### config.mk
export PLATFORM = sky130hd
export DESIGN_NAME = phy_status_latch
export DESIGN_NICKNAME = d
export VERILOG_FILES = /design/src/rtl/phy_stat_pkg.sv /design/src/rtl/sticky_flag.sv /design/src/rtl/progress_monitor.sv /design/src/rtl/phy_status_latch.sv
export SDC_FILE = /design/constraint.sdc
export NUM_CORES = 1
export LEC_CHECK = 0
export BUFFER_PORTS_ARGS = -buffer_cell sky130_fd_sc_hd__buf_4
export CORE_MARGIN = 8
export CORE_UTILIZATION = 25
export DETAILED_ROUTE_END_ITERATION = 8
export PLACE_DENSITY = 0.44
export SETUP_SLACK_MARGIN = 0.2
export SLEW_MARGIN = 20
export SYNTH_ARGS = -nofsm -noshare
export SYNTH_HDL_FRONTEND = slang
export SYNTH_SLANG_ARGS = --single-unit
### constraint.sdc
create_clock -name clk -period 2.65 [get_ports clk]
set_input_delay 0.53 -clock clk [delete_from_list [all_inputs] [get_ports clk]]
set_output_delay 0.53 -clock clk [all_outputs]
set_load 0.01 [all_outputs]
### src/rtl/phy_stat_pkg.sv
package phy_stat_pkg;
    localparam int CODE_W    = 4;
    localparam int WORD_W    = 16;
    localparam int NUM_FLAGS = 2;
    localparam int FLAG_LSB  = CODE_W;
    localparam int USED_W    = CODE_W + NUM_FLAGS;

    typedef enum logic [CODE_W-1:0] {
        AN_IDLE        = 4'd0,
        AN_PAR_DET     = 4'd1,
        AN_PAR_FAIL    = 4'd2,
        AN_ABIL_MATCH  = 4'd3,
        AN_ACK_FAIL    = 4'd4,
        AN_ACK_MATCH   = 4'd5,
        AN_CONS_FAIL   = 4'd6,
        AN_CONS_MATCH  = 4'd7,
        AN_DONE        = 4'd8
    } an_stage_e;
endpackage

### src/rtl/sticky_flag.sv
module sticky_flag (
    input  logic clk,
    input  logic rst,
    input  logic evt,
    input  logic clr,
    output logic flag
);
    always_ff @(posedge clk) begin
        if (rst)      flag <= 1'b0;
        else if (clr) flag <= evt;
        else          flag <= flag | evt;
    end

    // a set flag survives until a read
    assert_flag_sticky_R1: assert property (@(posedge clk) disable iff (rst)
        (flag && !clr) |=> flag);
    // an event, even one in a read cycle, leaves the flag set
    assert_evt_not_lost_R3: assert property (@(posedge clk) disable iff (rst)
        evt |=> flag);
endmodule

### src/rtl/progress_monitor.sv
module progress_monitor
    import phy_stat_pkg::*;
(
    input  logic              clk,
    input  logic              rst,
    input  logic              rd,
    input  logic [CODE_W-1:0] live,
    output an_stage_e         stage
);
    an_stage_e cand;
    logic      legal;
    an_stage_e nxt;

    always_comb begin
        legal = 1'b1;
        unique case (live)
            4'd0:    cand = AN_IDLE;
            4'd1:    cand = AN_PAR_DET;
            4'd2:    cand = AN_PAR_FAIL;
            4'd3:    cand = AN_ABIL_MATCH;
            4'd4:    cand = AN_ACK_FAIL;
            4'd5:    cand = AN_ACK_MATCH;
            4'd6:    cand = AN_CONS_FAIL;
            4'd7:    cand = AN_CONS_MATCH;
            4'd8:    cand = AN_DONE;
            default: begin cand = AN_IDLE; legal = 1'b0; end
        endcase
    end

    always_comb begin
        if (rd)                           nxt = cand;      // Reload
        else if (legal && (cand > stage)) nxt = cand;      // Advance
        else                              nxt = stage;     // Hold
    end

    always_ff @(posedge clk) begin
        if (rst) stage <= AN_IDLE;
        else     stage <= nxt;
    end

    // without a read the monitor never moves back
    assert_monotonic_R4: assert property (@(posedge clk) disable iff (rst)
        !rd |=> (stage >= $past(stage)));
    // a read with a legal live code loads that code
    assert_reload_R5: assert property (@(posedge clk) disable iff (rst)
        (rd && live <= 4'd8) |=> (stage == $past(live)));
    // an illegal live code never advances the monitor
    assert_illegal_ignored_R6: assert property (@(posedge clk) disable iff (rst)
        (!rd && live > 4'd8) |=> $stable(stage));
endmodule

### src/rtl/phy_status_latch.sv
module phy_status_latch
    import phy_stat_pkg::*;
(
    input  logic              clk,
    input  logic              rst,
    input  logic              rd_stb,
    input  logic              sig_lost_evt,
    input  logic              pll_fail_evt,
    input  logic [CODE_W-1:0] an_live,
    input  logic              mode_10m,
    output logic [WORD_W-1:0] rd_data,
    output logic              rd_valid
);
    logic [NUM_FLAGS-1:0] evts;
    logic [NUM_FLAGS-1:0] flags;
    an_stage_e            stage;
    logic [WORD_W-1:0]    word;

    assign evts = {pll_fail_evt, sig_lost_evt};

    for (genvar g = 0; g < NUM_FLAGS; g++) begin : g_flag
        sticky_flag u_flag (
            .clk  (clk),
            .rst  (rst),
            .evt  (evts[g]),
            .clr  (rd_stb),
            .flag (flags[g])
        );
    end

    progress_monitor u_mon (
        .clk   (clk),
        .rst   (rst),
        .rd    (rd_stb),
        .live  (an_live),
        .stage (stage)
    );

    always_comb begin
        word = '0;
        word[CODE_W-1:0]                 = stage;
        word[FLAG_LSB +: NUM_FLAGS]      = mode_10m ? '0 : flags;
    end

    always_ff @(posedge clk) begin
        if (rst) begin
            rd_data  <= '0;
            rd_valid <= 1'b0;
        end else begin
            rd_valid <= rd_stb;
            if (rd_stb) rd_data <= word;
        end
    end

    // valid follows the strobe by one cycle
    assert_valid_timing_R8: assert property (@(posedge clk) disable iff (rst)
        rd_stb |=> rd_valid);
    // the word holds between reads, and its upper bits are 0
    assert_hold_R8: assert property (@(posedge clk) disable iff (rst)
        !rd_stb |=> $stable(rd_data));
    assert_unused_zero_R8: assert property (@(posedge clk) disable iff (rst)
        rd_data[WORD_W-1:USED_W] == '0);
    // in 10 Mb/s mode the flags read as 0
    assert_10m_mask_R7: assert property (@(posedge clk) disable iff (rst)
        (rd_stb && mode_10m) |=> (rd_data[FLAG_LSB +: NUM_FLAGS] == '0));
endmodule

==> results.yml <==
outcome:
  outcome: "finished clean"
clock_network:
  cts_buffer_depth: 2
  cts_root_buffer: "sky130_fd_sc_hd__clkbuf_4"
  tritoncts: "built"
  post_cts.repair.setup_buffers: 0
  cts_hold_buffers: 0
  clock_latency_ns: 0.27
  numCtsBuffers: 3
  cts.clk_slew.worst_paths_ns: 0.08
  cts_resized: 0
  clock_sinks: 13
  cts_max_level: 1
cells_and_area:
  areaGrowthSynthToFinish_pct: 17.3
  layout.cells.most_common_list: "16 x sky130_fd_sc_hd__buf_4, 13 x sky130_fd_sc_hd__dfxtp_1, 10 x sky130_fd_sc_hd__nor2_1, 10 x sky130_fd_sc_hd__conb_1, 8 x sky130_fd_sc_hd__mux2i_1"
  postLayoutCellArea_sq_um: 863
  antenna_diode_count: 0
  final_common_cell: "sky130_fd_sc_hd__buf_4"
  final_layout_size_suffix_gt1_share_pct: 29.2
  final_nets: 111
placed_design:
  gp_congestion: 0.744
  dp_hpwl_mm: 1.18
  buffers_added_on_ports: 16
  dpl_cell_area_sq_um: 837
detailed_routing:
  route.final.wire_length_mm: 1.50
  antenna_nets_post_route: 0
  avgRoutedWirePerCell_um: 11.8
  dr.first_iter.drc_count: 10
  detailedRoute.firstPassIterationCount: 2
  route.detailed.vias_per_inst: 4.17
  post-route-drc-count: 0
  vias: 530
timing:
  finalMaxSlewViolations: 0
  clock-skew-final_ns: 0.00147
  final.setup.tns_ns: 0
  timing.final.hold_violations: 0
  max_clock_freq_ghz: 0.583
  final.min_clock_period_ns: 1.72
  period_share_pct: 64.7
  whs_ns: 0.457
  setup_violations: 0
  rsz0062_at_grt: "false"
floorplanning:
  initial_core_util_pct: 26.5
  row_count: 19
  die_x_um: 70.2
  die_height_um: 70.2
  core-area_sq_mm: 0.00278
  design.portCount: 27
  die-area_sq_mm: 0.00493
setup_path:
  regToRegSetupSlack_ns: 1.11
  worst_r2r_startpoint: "u_mon.stage[1]$_SDFFE_PP0P_"
  timing.critical_path.from_type: "input port"
  slowest_delay_ns: 0.26
  crit_slowest_cell: "sky130_fd_sc_hd__ha_1"
  critPathMaxFanout: 4
  timing.critical_path.depth: 8
  cp_cell_sequence: "buf_4, nor3_4, and2_2, ha_1, nand4_1, o22ai_2, a21oi_4, mux2i_1"
  worst-endpoint-required_ns: 2.86
  timing_worst_setup_path_type: "input port to register"
  critPathCaptureType: "register"
  r2r.worst_path.cells: 6
  cpLargestDelayFamily: "simple AND/OR/NAND/NOR gates"
  cp.buffers_inverters: 1
  worst-endpoint-arrival_ns: 1.92
  worst_r2r_endpoint: "u_mon.stage[2]$_SDFFE_PP0P_"
power:
  seq_power_share_pct: 50.1
  cellPowerDensity_mw_per_mm2: 483
  power.switching_fraction_pct: 27.6
  power.combinational.fraction_pct: 20.4
  clock_power_share_pct: 29.5
  p_int_uw: 302
  cellLeakagePower_uw: 0.000390
  switching_power_uw: 115
  vdd_drop_max_uv: 246
logic_synthesis:
  synth.yosys.warnings: 0
  synth-edff-count: 0
  ys_seq_elements: 13
  synth_seq_area_share_pct: 35.4
  yosysUniqueCellTypes: 22
  synth_top_area_share_pct: 35.4
  synth-async-reset-ratio_pct: 0
  synthesized_instance_count: 79
  synth.area.top_cells: "sky130_fd_sc_hd__dfxtp_1 35%, sky130_fd_sc_hd__mux2i_1 11%, sky130_fd_sc_hd__buf_4 10%"
  synth_top_cell_by_area: "sky130_fd_sc_hd__dfxtp_1"
  synthFlopType: "sky130_fd_sc_hd__dfxtp_1"
  avgSynthCellArea_sq_um: 9.31
  netlist_area_sq_um: 736
hold_path:
  min_path_type: "input port to register"
  hold_path_startpoint: "sig_lost_evt"
  hold_path_depth: 3
  whs_endpoint: "g_flag[0].u_flag.flag$_SDFF_PP0_"
global_routing:
  grt_overflow_total: 0
  grt_first_pass_wirelength_mm: 2.44
  grt_pass1_vias: 564
  pin_count_of_the_biggest_net_entering_global_routing: 16
  grt_antenna_before_repair: 0
  total_routing_resource_utilization_after_global_routing_pct: 6.00
run:
  maxCapViolCount: 0
==> per-layer routing <==
metal / GRT usage [%] / vias to the layer above / share of wire, %
li1: - / 274 / -
met1: 6.53 / 232 / 47
met2: 8.85 / 20 / 43
met3: 3.11 / 4 / 8.6
met4: 4.02 / 0 / 1.9
met5: 0 / - / 0
==> worst min-delay path, delay by kind of cell <==
kind                   cells  cell delay [ns]
AOI/OAI and AO/OA          1             0.03
buffers and inverters      1             0.08
and+or+nand+nor            1             0.06
==> worst max path at each step <==
stage                     startpoint  slack (ns)                     endpoint
after floorplan           an_live[0]        0.90  u_mon.stage[0]$_SDFFE_PP0P_
after global placement    an_live[0]        0.67  u_mon.stage[2]$_SDFFE_PP0P_
after detailed placement  an_live[0]        0.63  u_mon.stage[2]$_SDFFE_PP0P_
after CTS                 an_live[0]        0.92  u_mon.stage[2]$_SDFFE_PP0P_
after global routing      an_live[0]        0.86  u_mon.stage[2]$_SDFFE_PP0P_
final                     an_live[0]        0.93  u_mon.stage[2]$_SDFFE_PP0P_
==> synth_stat cells, types with 3 or more instances <==
library cell / n
sky130_fd_sc_hd__a21oi_1: 4
sky130_fd_sc_hd__buf_4: 10
sky130_fd_sc_hd__dfxtp_1: 13
sky130_fd_sc_hd__ha_1: 4
sky130_fd_sc_hd__inv_1: 4
sky130_fd_sc_hd__mux2i_1: 8
sky130_fd_sc_hd__nand2_1: 5
sky130_fd_sc_hd__nand2b_1: 3
sky130_fd_sc_hd__nor2_1: 10
sky130_fd_sc_hd__nor2b_1: 3
sky130_fd_sc_hd__or2b_2: 4
==> kinds of logic after synthesis <==
group	after synthesis	synth area share (%)
multiplexers	8	10.9
AND/OR/NAND/NOR	29	22.6
flip-flops	13	35.4
other	1	0.510
AO/OA/AOI/OAI	8	9.35
buffers and inverters	16	14.5
adder cells (fa/ha/maj)	4	6.80
==> power groups by stage <==
stage | combinational (uW) | sequential (uW) | clock, uW
after floorplan | 68.2 | 214 | 0
after global placement | 84.7 | 214 | 0
after detailed placement | 85.1 | 214 | 0
after CTS | 85.1 | 209 | 129
after global routing | 93.7 | 210 | 138
final | 84.9 | 209 | 123
==> final cells by class <==
class / instances / area [sq um]
tap: 31 / 38.8
inverter: 4 / 15.0
sequential: 13 / 260
fill: 303 / 1920
timing repair buffer: 16 / 120
multi-input combinational: 59 / 403
clock buffer: 4 / 26.3
==> sequential cells by signal, summed over array words and instances (netlist names) <==
name,count
rd_valid,1
g_flag.u_flag.flag,2
rd_data,6
u_mon.stage,4
==> per-stage QoR <==
step | power (uW) | util [%] | std cells | setup slack (ns)
after floorplan | 282 | - | 88 | 0.901
after global placement | 298 | 30.1 | 123 | 0.672
after detailed placement | 299 | 30.1 | 123 | 0.633
after CTS | 423 | 31.0 | 127 | 0.923
after global routing | 441 | 31.0 | 127 | 0.863
final | 417 | 31.0 | 127 | 0.935
Power figures use the tool's default switching activity.
